==> config.mk <==
export PLATFORM = sky130hd
export DESIGN_NAME = rtc_alarm_timer
export DESIGN_NICKNAME = d
export VERILOG_FILES = /design/src/rtl/rtc_pkg.sv /design/src/rtl/rtc_wrap_counter.sv /design/src/rtl/rtc_alarm_match.sv /design/src/rtl/rtc_alarm_timer.sv
export SDC_FILE = /design/constraint.sdc
export NUM_CORES = 1
export LEC_CHECK = 0
export ABC_AREA = 1
export BUFFER_PORTS_ARGS = -buffer_cell sky130_fd_sc_hd__buf_2
export CAP_MARGIN = 5
export CELL_PAD_IN_SITES_DETAIL_PLACEMENT = 1
export CELL_PAD_IN_SITES_GLOBAL_PLACEMENT = 2
export CORE_AREA = 2 2 95 97
export CTS_BUF_LIST = sky130_fd_sc_hd__clkbuf_8
export DETAILED_ROUTE_END_ITERATION = 7
export DIE_AREA = 0 0 97 99
export PLACE_DENSITY = 0.84
export SLEW_MARGIN = 10
export SYNTH_ARGS = -nofsm -noshare
export SYNTH_HDL_FRONTEND = slang
export SYNTH_SLANG_ARGS = --single-unit
==> constraint.sdc <==
create_clock -name clk -period 1.45 [get_ports clk]
set_clock_uncertainty 0.05 [all_clocks]
set_input_delay 0.29 -clock clk [delete_from_list [all_inputs] [get_ports clk]]
set_output_delay 0.29 -clock clk [all_outputs]
set_load 0.005 [all_outputs]
==> src/rtl/rtc_pkg.sv <==
package rtc_pkg;
  localparam int ADDR_W = 4;
  localparam int DATA_W = 8;

  localparam logic [ADDR_W-1:0] A_CTRL  = 4'd0;
  localparam logic [ADDR_W-1:0] A_SEC   = 4'd1;
  localparam logic [ADDR_W-1:0] A_MIN   = 4'd2;
  localparam logic [ADDR_W-1:0] A_HOUR  = 4'd3;
  localparam logic [ADDR_W-1:0] A_DAY   = 4'd4;
  localparam logic [ADDR_W-1:0] A_CMINS = 4'd5;
  localparam logic [ADDR_W-1:0] A_CHRS  = 4'd6;
  localparam logic [ADDR_W-1:0] A_CDAYS = 4'd7;
  localparam logic [ADDR_W-1:0] A_INT   = 4'd8;

  localparam int CTRL_RUN_BIT = 0;
  localparam int CTRL_CLR_BIT = 1;
  localparam int INT_EN_BIT   = 0;
  localparam int INT_FLG_BIT  = 1;
endpackage

==> src/rtl/rtc_wrap_counter.sv <==
module rtc_wrap_counter #(
  parameter int MAXV = 59,
  localparam int W = $clog2(MAXV + 1)
) (
  input  logic         clk,
  input  logic         clr,
  input  logic         inc,
  output logic [W-1:0] count,
  output logic         carry
);
  localparam logic [W-1:0] LAST = W'(MAXV);

  // No reset on purpose: time must outlive the system reset.
  always_ff @(posedge clk) begin
    if (clr)
      count <= '0;
    else if (inc)
      count <= (count == LAST) ? '0 : count + W'(1);
  end

  assign carry = inc && (count == LAST);
endmodule

==> src/rtl/rtc_alarm_match.sv <==
module rtc_alarm_match #(
  parameter int MW = 6,
  parameter int HW = 5,
  parameter int DW = 5
) (
  input  logic          clk,
  input  logic          rst_n,
  input  logic [MW-1:0] cur_min,
  input  logic [HW-1:0] cur_hour,
  input  logic [DW-1:0] cur_day,
  input  logic [MW-1:0] cmp_min,
  input  logic [HW-1:0] cmp_hour,
  input  logic [DW-1:0] cmp_day,
  input  logic          flag_w1c,
  output logic          flag
);
  logic match, match_q, set_evt;

  assign match   = (cur_min == cmp_min) && (cur_hour == cmp_hour) && (cur_day == cmp_day);
  assign set_evt = match && !match_q;

  // match_q starts high so the state found at reset is not taken as an entry.
  always_ff @(posedge clk or negedge rst_n) begin
    if (!rst_n) begin
      match_q <= 1'b1;
      flag    <= 1'b0;
    end else begin
      match_q <= match;
      if (set_evt)
        flag <= 1'b1;
      else if (flag_w1c)
        flag <= 1'b0;
    end
  end

  AST_FLAG_NEEDS_MATCH: assert property (@(posedge clk) disable iff (!rst_n)
    $rose(flag) |-> $past(match)) else $error("flag rose without match");

  AST_SET_BEATS_CLEAR: assert property (@(posedge clk) disable iff (!rst_n)
    (match && !match_q && flag_w1c) |=> flag) else $error("clear beat set");
endmodule

==> src/rtl/rtc_alarm_timer.sv <==
module rtc_alarm_timer #(
  parameter int SEC_MAX  = 59,
  parameter int MIN_MAX  = 59,
  parameter int HOUR_MAX = 23,
  parameter int DAY_MAX  = 31
) (
  input  logic                       clk,
  input  logic                       rst_n,
  input  logic                       tick,
  input  logic                       reg_wr,
  input  logic [rtc_pkg::ADDR_W-1:0] reg_addr,
  input  logic [rtc_pkg::DATA_W-1:0] reg_wdata,
  output logic [rtc_pkg::DATA_W-1:0] reg_rdata,
  output logic                       irq
);
  import rtc_pkg::*;

  localparam int SW = $clog2(SEC_MAX + 1);
  localparam int MW = $clog2(MIN_MAX + 1);
  localparam int HW = $clog2(HOUR_MAX + 1);
  localparam int DW = $clog2(DAY_MAX + 1);

  logic          run, int_en;
  logic [MW-1:0] cmp_min;
  logic [HW-1:0] cmp_hour;
  logic [DW-1:0] cmp_day;
  logic [SW-1:0] sec;
  logic [MW-1:0] mins;
  logic [HW-1:0] hours;
  logic [DW-1:0] days;
  logic          sec_c, min_c, hour_c, day_c;
  logic          flag;

  logic wr_ctrl, wr_int, clr_cnt, step;

  assign wr_ctrl = reg_wr && (reg_addr == A_CTRL);
  assign wr_int  = reg_wr && (reg_addr == A_INT);
  // Clear only from the stopped state and only when this write does not start the timer.
  assign clr_cnt = wr_ctrl && reg_wdata[CTRL_CLR_BIT] && !run && !reg_wdata[CTRL_RUN_BIT];
  assign step    = tick && run;

  always_ff @(posedge clk or negedge rst_n) begin
    if (!rst_n) begin
      run      <= 1'b0;
      int_en   <= 1'b0;
      cmp_min  <= '0;
      cmp_hour <= '0;
      cmp_day  <= '0;
    end else if (reg_wr) begin
      case (reg_addr)
        A_CTRL:  run      <= reg_wdata[CTRL_RUN_BIT];
        A_CMINS: cmp_min  <= reg_wdata[MW-1:0];
        A_CHRS:  cmp_hour <= reg_wdata[HW-1:0];
        A_CDAYS: cmp_day  <= reg_wdata[DW-1:0];
        A_INT:   int_en   <= reg_wdata[INT_EN_BIT];
        default: ;
      endcase
    end
  end

  rtc_wrap_counter #(.MAXV(SEC_MAX)) u_sec (
    .clk(clk), .clr(clr_cnt), .inc(step), .count(sec), .carry(sec_c));
  rtc_wrap_counter #(.MAXV(MIN_MAX)) u_min (
    .clk(clk), .clr(clr_cnt), .inc(sec_c), .count(mins), .carry(min_c));
  rtc_wrap_counter #(.MAXV(HOUR_MAX)) u_hour (
    .clk(clk), .clr(clr_cnt), .inc(min_c), .count(hours), .carry(hour_c));
  rtc_wrap_counter #(.MAXV(DAY_MAX)) u_day (
    .clk(clk), .clr(clr_cnt), .inc(hour_c), .count(days), .carry(day_c));

  rtc_alarm_match #(.MW(MW), .HW(HW), .DW(DW)) u_match (
    .clk(clk), .rst_n(rst_n),
    .cur_min(mins), .cur_hour(hours), .cur_day(days),
    .cmp_min(cmp_min), .cmp_hour(cmp_hour), .cmp_day(cmp_day),
    .flag_w1c(wr_int && reg_wdata[INT_FLG_BIT]),
    .flag(flag));

  assign irq = flag && int_en;

  always_comb begin
    reg_rdata = '0;
    case (reg_addr)
      A_CTRL:  reg_rdata[CTRL_RUN_BIT] = run;
      A_SEC:   reg_rdata = DATA_W'(sec);
      A_MIN:   reg_rdata = DATA_W'(mins);
      A_HOUR:  reg_rdata = DATA_W'(hours);
      A_DAY:   reg_rdata = DATA_W'(days);
      A_CMINS: reg_rdata = DATA_W'(cmp_min);
      A_CHRS:  reg_rdata = DATA_W'(cmp_hour);
      A_CDAYS: reg_rdata = DATA_W'(cmp_day);
      A_INT: begin
        reg_rdata[INT_EN_BIT]  = int_en;
        reg_rdata[INT_FLG_BIT] = flag;
      end
      default: ;
    endcase
  end

  AST_CLR_BIT_READS_ZERO: assert property (@(posedge clk) disable iff (!rst_n)
    (reg_addr == A_CTRL) |-> !reg_rdata[CTRL_CLR_BIT]) else $error("clear bit visible");

  AST_STOPPED_HOLDS: assert property (@(posedge clk) disable iff (!rst_n)
    (!run && !(reg_wr && reg_addr == A_CTRL)) |=> $stable({sec, mins, hours, days}))
    else $error("counted while stopped");

  AST_SEC_RANGE: assert property (@(posedge clk) disable iff (!rst_n)
    $past(step) && $past(sec) == SW'(SEC_MAX) |-> sec == '0) else $error("second wrap");

  AST_DAY_WRAP: assert property (@(posedge clk) disable iff (!rst_n)
    $past(hour_c) && $past(days) == DW'(DAY_MAX) |-> days == '0) else $error("day wrap");

  AST_CLEAR_STOPPED: assert property (@(posedge clk) disable iff (!rst_n)
    (reg_wr && reg_addr == A_CTRL && reg_wdata[CTRL_CLR_BIT] && !reg_wdata[CTRL_RUN_BIT] && !run)
    |=> (sec == '0 && mins == '0 && hours == '0 && days == '0)) else $error("clear failed");

  AST_CLEAR_IGNORED_RUNNING: assert property (@(posedge clk) disable iff (!rst_n)
    (reg_wr && reg_addr == A_CTRL && reg_wdata[CTRL_CLR_BIT] && run && !tick)
    |=> $stable({sec, mins, hours, days})) else $error("clear while running");

  AST_DAY_CARRY_ONLY: assert property (@(posedge clk) disable iff (!rst_n)
    day_c |-> hour_c) else $error("day carry without hour carry");
endmodule

==> impl_metrics.sql <==
INSERT INTO impl_metrics (metric_group, metric, value, unit) VALUES
('min_path', 'hold_path_depth', '3', ''),
('floorplanning', 'core_area', '8551', 'µm²'),
('floorplanning', 'die_h', '99', 'µm'),
('placement', 'gp_congestion', '0.8439', ''),
('setup_path', 'worst_r2r_endpoint', 'u_day.count[3]', ''),
('synthesis', 'postSynthCellCount', '378', ''),
('global_route', 'first_global_vias', '2845', ''),
('power', 'switchingPower', '1.346', 'mW'),
('synthesis', 'synth-async-reset-ratio', '0.4762', ''),
('placement', 'preCtsSetupSlack', '-0.2663', 'ns'),
('synthesis', 'number_of_enable_flip_flop_cells_after_synthesis', '0', ''),
('clock_network', 'total_number_of_h_tree_levels', '2', ''),
('job', 'maxCapViolCount', '0', ''),
('placement', 'placement.io_buffers', '20', ''),
('cells_and_area', 'final_design_area_no_fill', '3734', 'µm²'),
('setup_path', 'critPathMaxStageDelay', '0.21', 'ns'),
('power', 'vdd_drop_max', '0.5113', 'mV'),
('clock_network', 'clock_tree.root_cell', 'sky130_fd_sc_hd__clkbuf_8', ''),
('detailed_routing', 'drt_drc_violations_left', '0', ''),
('global_route', 'grt_remaining_overflow', '0', ''),
('floorplanning', 'die_area', '9603', 'µm²'),
('global_route', 'grt_pass1_wl', '14190', 'µm'),
('synthesis', 'post_synth_and_or_nand_nor_area_fraction', '0.3535', ''),
('power', 'cellLeakagePower', '1.765', 'nW'),
('detailed_routing', 'route.antenna.remaining_nets', '0', ''),
('synthesis', 'synth.top_cells.by_area', 'sky130_fd_sc_hd__dfrtp_1, sky130_fd_sc_hd__dfxtp_1, sky130_fd_sc_hd__nand2_1, sky130_fd_sc_hd__inv_1, sky130_fd_sc_hd__nor2_1', ''),
('clock_network', 'tritoncts', 'yes', ''),
('setup_path', 'critPathRequiredTime', '1.11', 'ns'),
('sta', 'tns', '-1.053', 'ns'),
('clock_network', 'clkLatencyLatePin', '0.30', 'ns'),
('setup_path', 'wp_data_arrival', '1.31', 'ns'),
('synthesis', 'syn_area_per_cell', '6.825', 'µm²'),
('power', 'power_frac_comb', '0.307', ''),
('synthesis', 'synth_area_leader_cell', 'sky130_fd_sc_hd__dfrtp_1', ''),
('setup_path', 'critical_path_slowest_stage_cell', 'sky130_fd_sc_hd__o22ai_1', ''),
('power', 'internal-power', '2.620', 'mW'),
('setup_path', 'worstSetupStartpointType', 'primary input', ''),
('detailed_routing', 'drt_first_pass_iters', '4', ''),
('synthesis', 'syn-cell-area', '2580', 'µm²'),
('clock_network', 'clock_sinks', '42', ''),
('min_path', 'worstHoldPathType', 'in2reg', ''),
('sta', 'worst_pin_slew', '0.5048', 'ns'),
('sta', 'final_critical_path_setup_slack', '-0.2026', 'ns'),
('synthesis', 'post_synth_num_cell_types', '30', ''),
('outcome', 'failing_checks', 'negative setup slack', ''),
('detailed_routing', 'wl_per_cell', '16.35', 'µm'),
('power', 'p_clk_frac', '0.287', ''),
('floorplanning', 'floorplan.initialDensity', '0.3017', ''),
('detailed_routing', 'vias_per_cell', '4.827', ''),
('sta', 'grt_setup_unrepaired', 'yes', ''),
('cells_and_area', 'antennaDiodeCount', '0', ''),
('cells_and_area', 'drive_above_1_share', '0.4258', ''),
('cells_and_area', 'syn_to_final_growth', '44.71', '%'),
('setup_path', 'reg2reg_depth', '8', ''),
('sta', 'timing.final.setup_violations', '12', ''),
('sta', 'final.period_utilization', '1.140', ''),
('sta', 'timing.final.max_slew_violations', '0', ''),
('sta', 'hold_violations', '0', ''),
('min_path', 'worstHoldEndpoint', 'run', ''),
('synthesis', 'post_synthesis_compound_gate_area_fraction', '0.1178', ''),
('synthesis', 'ys_seq_elements', '42', ''),
('power', 'netSwitchingFraction', '0.3393', ''),
('synthesis', 'synth.mux.area_fraction', '0', ''),
('synthesis', 'post-synth-top-area-fraction', '0.1843', ''),
('sta', 'achievable-frequency', '0.6051', 'GHz'),
('synthesis', 'ys.warnings.count', '0', ''),
('synthesis', 'synth_top_family_by_area', 'simple AND/OR/NAND/NOR gates', ''),
('global_route', 'grt_start_max_net_pins', '21', ''),
('synthesis', 'synth_adder_area_share', '0.02425', ''),
('synthesis', 'post_synthesis_share_of_cell_area_spent_on_xor_and_xnor_gates', '0.03734', ''),
('outcome', 'outcome', 'finished, violations left', '');
[flip-flops by register name, indices dropped and copies added (netlist names), 5 cells and up]
signal,count
cmp_day,5
cmp_hour,5
cmp_min,6
u_day.count,5
u_hour.count,5
u_min.count,6
u_sec.count,6
[power by group through the flow]
stage | Sequential, mW | Clock [mW] | Combinational, mW
final | 1.61 | 1.14 | 1.22
after global routing | 1.64 | 1.21 | 1.35
after CTS | 1.58 | 1.16 | 1.07
after detailed placement | 1.60 | 0 | 0.920
after global placement | 1.59 | 0 | 0.875
after floorplan | 1.55 | 0 | 0.567
[worst max-delay path, delay by kind of cell]
family                 cells  cell delay, ns
AND/OR/NAND/NOR            4            0.49
buffers and inverters      3            0.32
AO/OA/AOI/OAI              1            0.21
[layout by cell type (no fill, tap or decap), types with 4 or more instances in the layout]
cell,n
sky130_fd_sc_hd__nand3_2,7
sky130_fd_sc_hd__clkbuf_8,5
sky130_fd_sc_hd__nand2_1,103
sky130_fd_sc_hd__nand4_1,4
sky130_fd_sc_hd__o21ai_0,15
sky130_fd_sc_hd__a21oi_2,9
sky130_fd_sc_hd__nand3_1,17
sky130_fd_sc_hd__nor2_2,9
sky130_fd_sc_hd__dfrtp_1,18
sky130_fd_sc_hd__buf_4,49
sky130_fd_sc_hd__dfxtp_1,6
sky130_fd_sc_hd__buf_2,16
sky130_fd_sc_hd__nand2_2,10
sky130_fd_sc_hd__inv_2,21
sky130_fd_sc_hd__inv_4,4
sky130_fd_sc_hd__o22ai_1,10
sky130_fd_sc_hd__buf_6,13
sky130_fd_sc_hd__nor2_4,7
sky130_fd_sc_hd__xor2_1,11
sky130_fd_sc_hd__inv_1,30
sky130_fd_sc_hd__a21oi_1,6
sky130_fd_sc_hd__nor2_1,29
sky130_fd_sc_hd__o21ai_1,8
sky130_fd_sc_hd__dfxtp_2,14
sky130_fd_sc_hd__nand2_4,8
[what timing repair did]
item | 4_1_cts | 5_1_grt
gates cloned | 1 | 2
pin swaps | 11 | 34
endpoints found under the hold margin | 19 | 0
gates resized for setup | 62 | 70
setup endpoints to repair | 20 | 33
buffers inserted | 12 | 11
hold buffers | 1 | 0
[Yosys cell counts, types with 2 or more instances]
cell	instances
sky130_fd_sc_hd__nand2_1	115
sky130_fd_sc_hd__inv_1	52
sky130_fd_sc_hd__nor2_1	37
sky130_fd_sc_hd__nand3_1	26
sky130_fd_sc_hd__dfxtp_1	22
sky130_fd_sc_hd__o21ai_0	21
sky130_fd_sc_hd__dfrtp_1	19
sky130_fd_sc_hd__o22ai_1	12
sky130_fd_sc_hd__a21oi_1	11
sky130_fd_sc_hd__xor2_1	11
sky130_fd_sc_hd__ha_1	5
sky130_fd_sc_hd__nand2_2	5
sky130_fd_sc_hd__o21ai_1	5
sky130_fd_sc_hd__a21oi_2	4
sky130_fd_sc_hd__inv_2	4
sky130_fd_sc_hd__nand4_1	4
sky130_fd_sc_hd__nor2_2	4
sky130_fd_sc_hd__nor2_4	4
sky130_fd_sc_hd__buf_6	3
sky130_fd_sc_hd__buf_4	2
sky130_fd_sc_hd__nand3b_1	2
sky130_fd_sc_hd__nor3_1	2
[final cells by class]
cell class                 count  area (µm²)
tap                          108       135.1
clock inverter                 3       68.82
sequential                    42       968.4
clock buffer                   5       68.82
timing repair buffer          81       626.9
timing repair inverter         1       8.758
inverter                      56       225.2
multi-input combinational    277        1632
fill                        1081        4817
[metal layers]
layer | part of all wire | wire length (µm) | track usage
met3 | 0.037 | 345 | 0.02695
met1 | 0.45 | 4201 | 0.2466
met5 | 0 | 0 | 0
met2 | 0.50 | 4702 | 0.3232
met4 | 0.013 | 121 | 0.04117
[through the flow]
step	util	cells	total power, mW	hold slack (ns)
global route	0.4366	573	4.200	0.1834
CTS	0.4006	562	3.815	0.1681
floorplan	-	379	2.116	-0.05559
finish	0.4366	573	3.966	0.1629
detailed placement	0.3573	540	2.522	0.2341
global placement	0.3573	540	2.467	0.2393
[cell families (layout without fill, tap and decap cells)]
logic type,after synthesis,in the layout
DFF,42,42
and+or+nand+nor,204,205
AOI/OAI and AO/OA,54,54
other,1,2
adders and majority gates,5,5
xor gates and xnor gates,11,11
buffers and inverters,61,146
[worst max-delay path by stage]
stage                               start        endpoint  cells past startpoint
final                         reg_addr[0]    reg_rdata[0]                      8
after CTS                     reg_addr[2]    reg_rdata[3]                      8
after global routing          reg_addr[0]    reg_rdata[0]                      8
after detailed placement      reg_addr[1]    reg_rdata[1]                      8
after global placement        reg_addr[1]    reg_rdata[1]                      8
after floorplan           u_hour.count[1]  u_day.count[0]                      6
No activity file was read; power rests on OpenSTA's default activity.
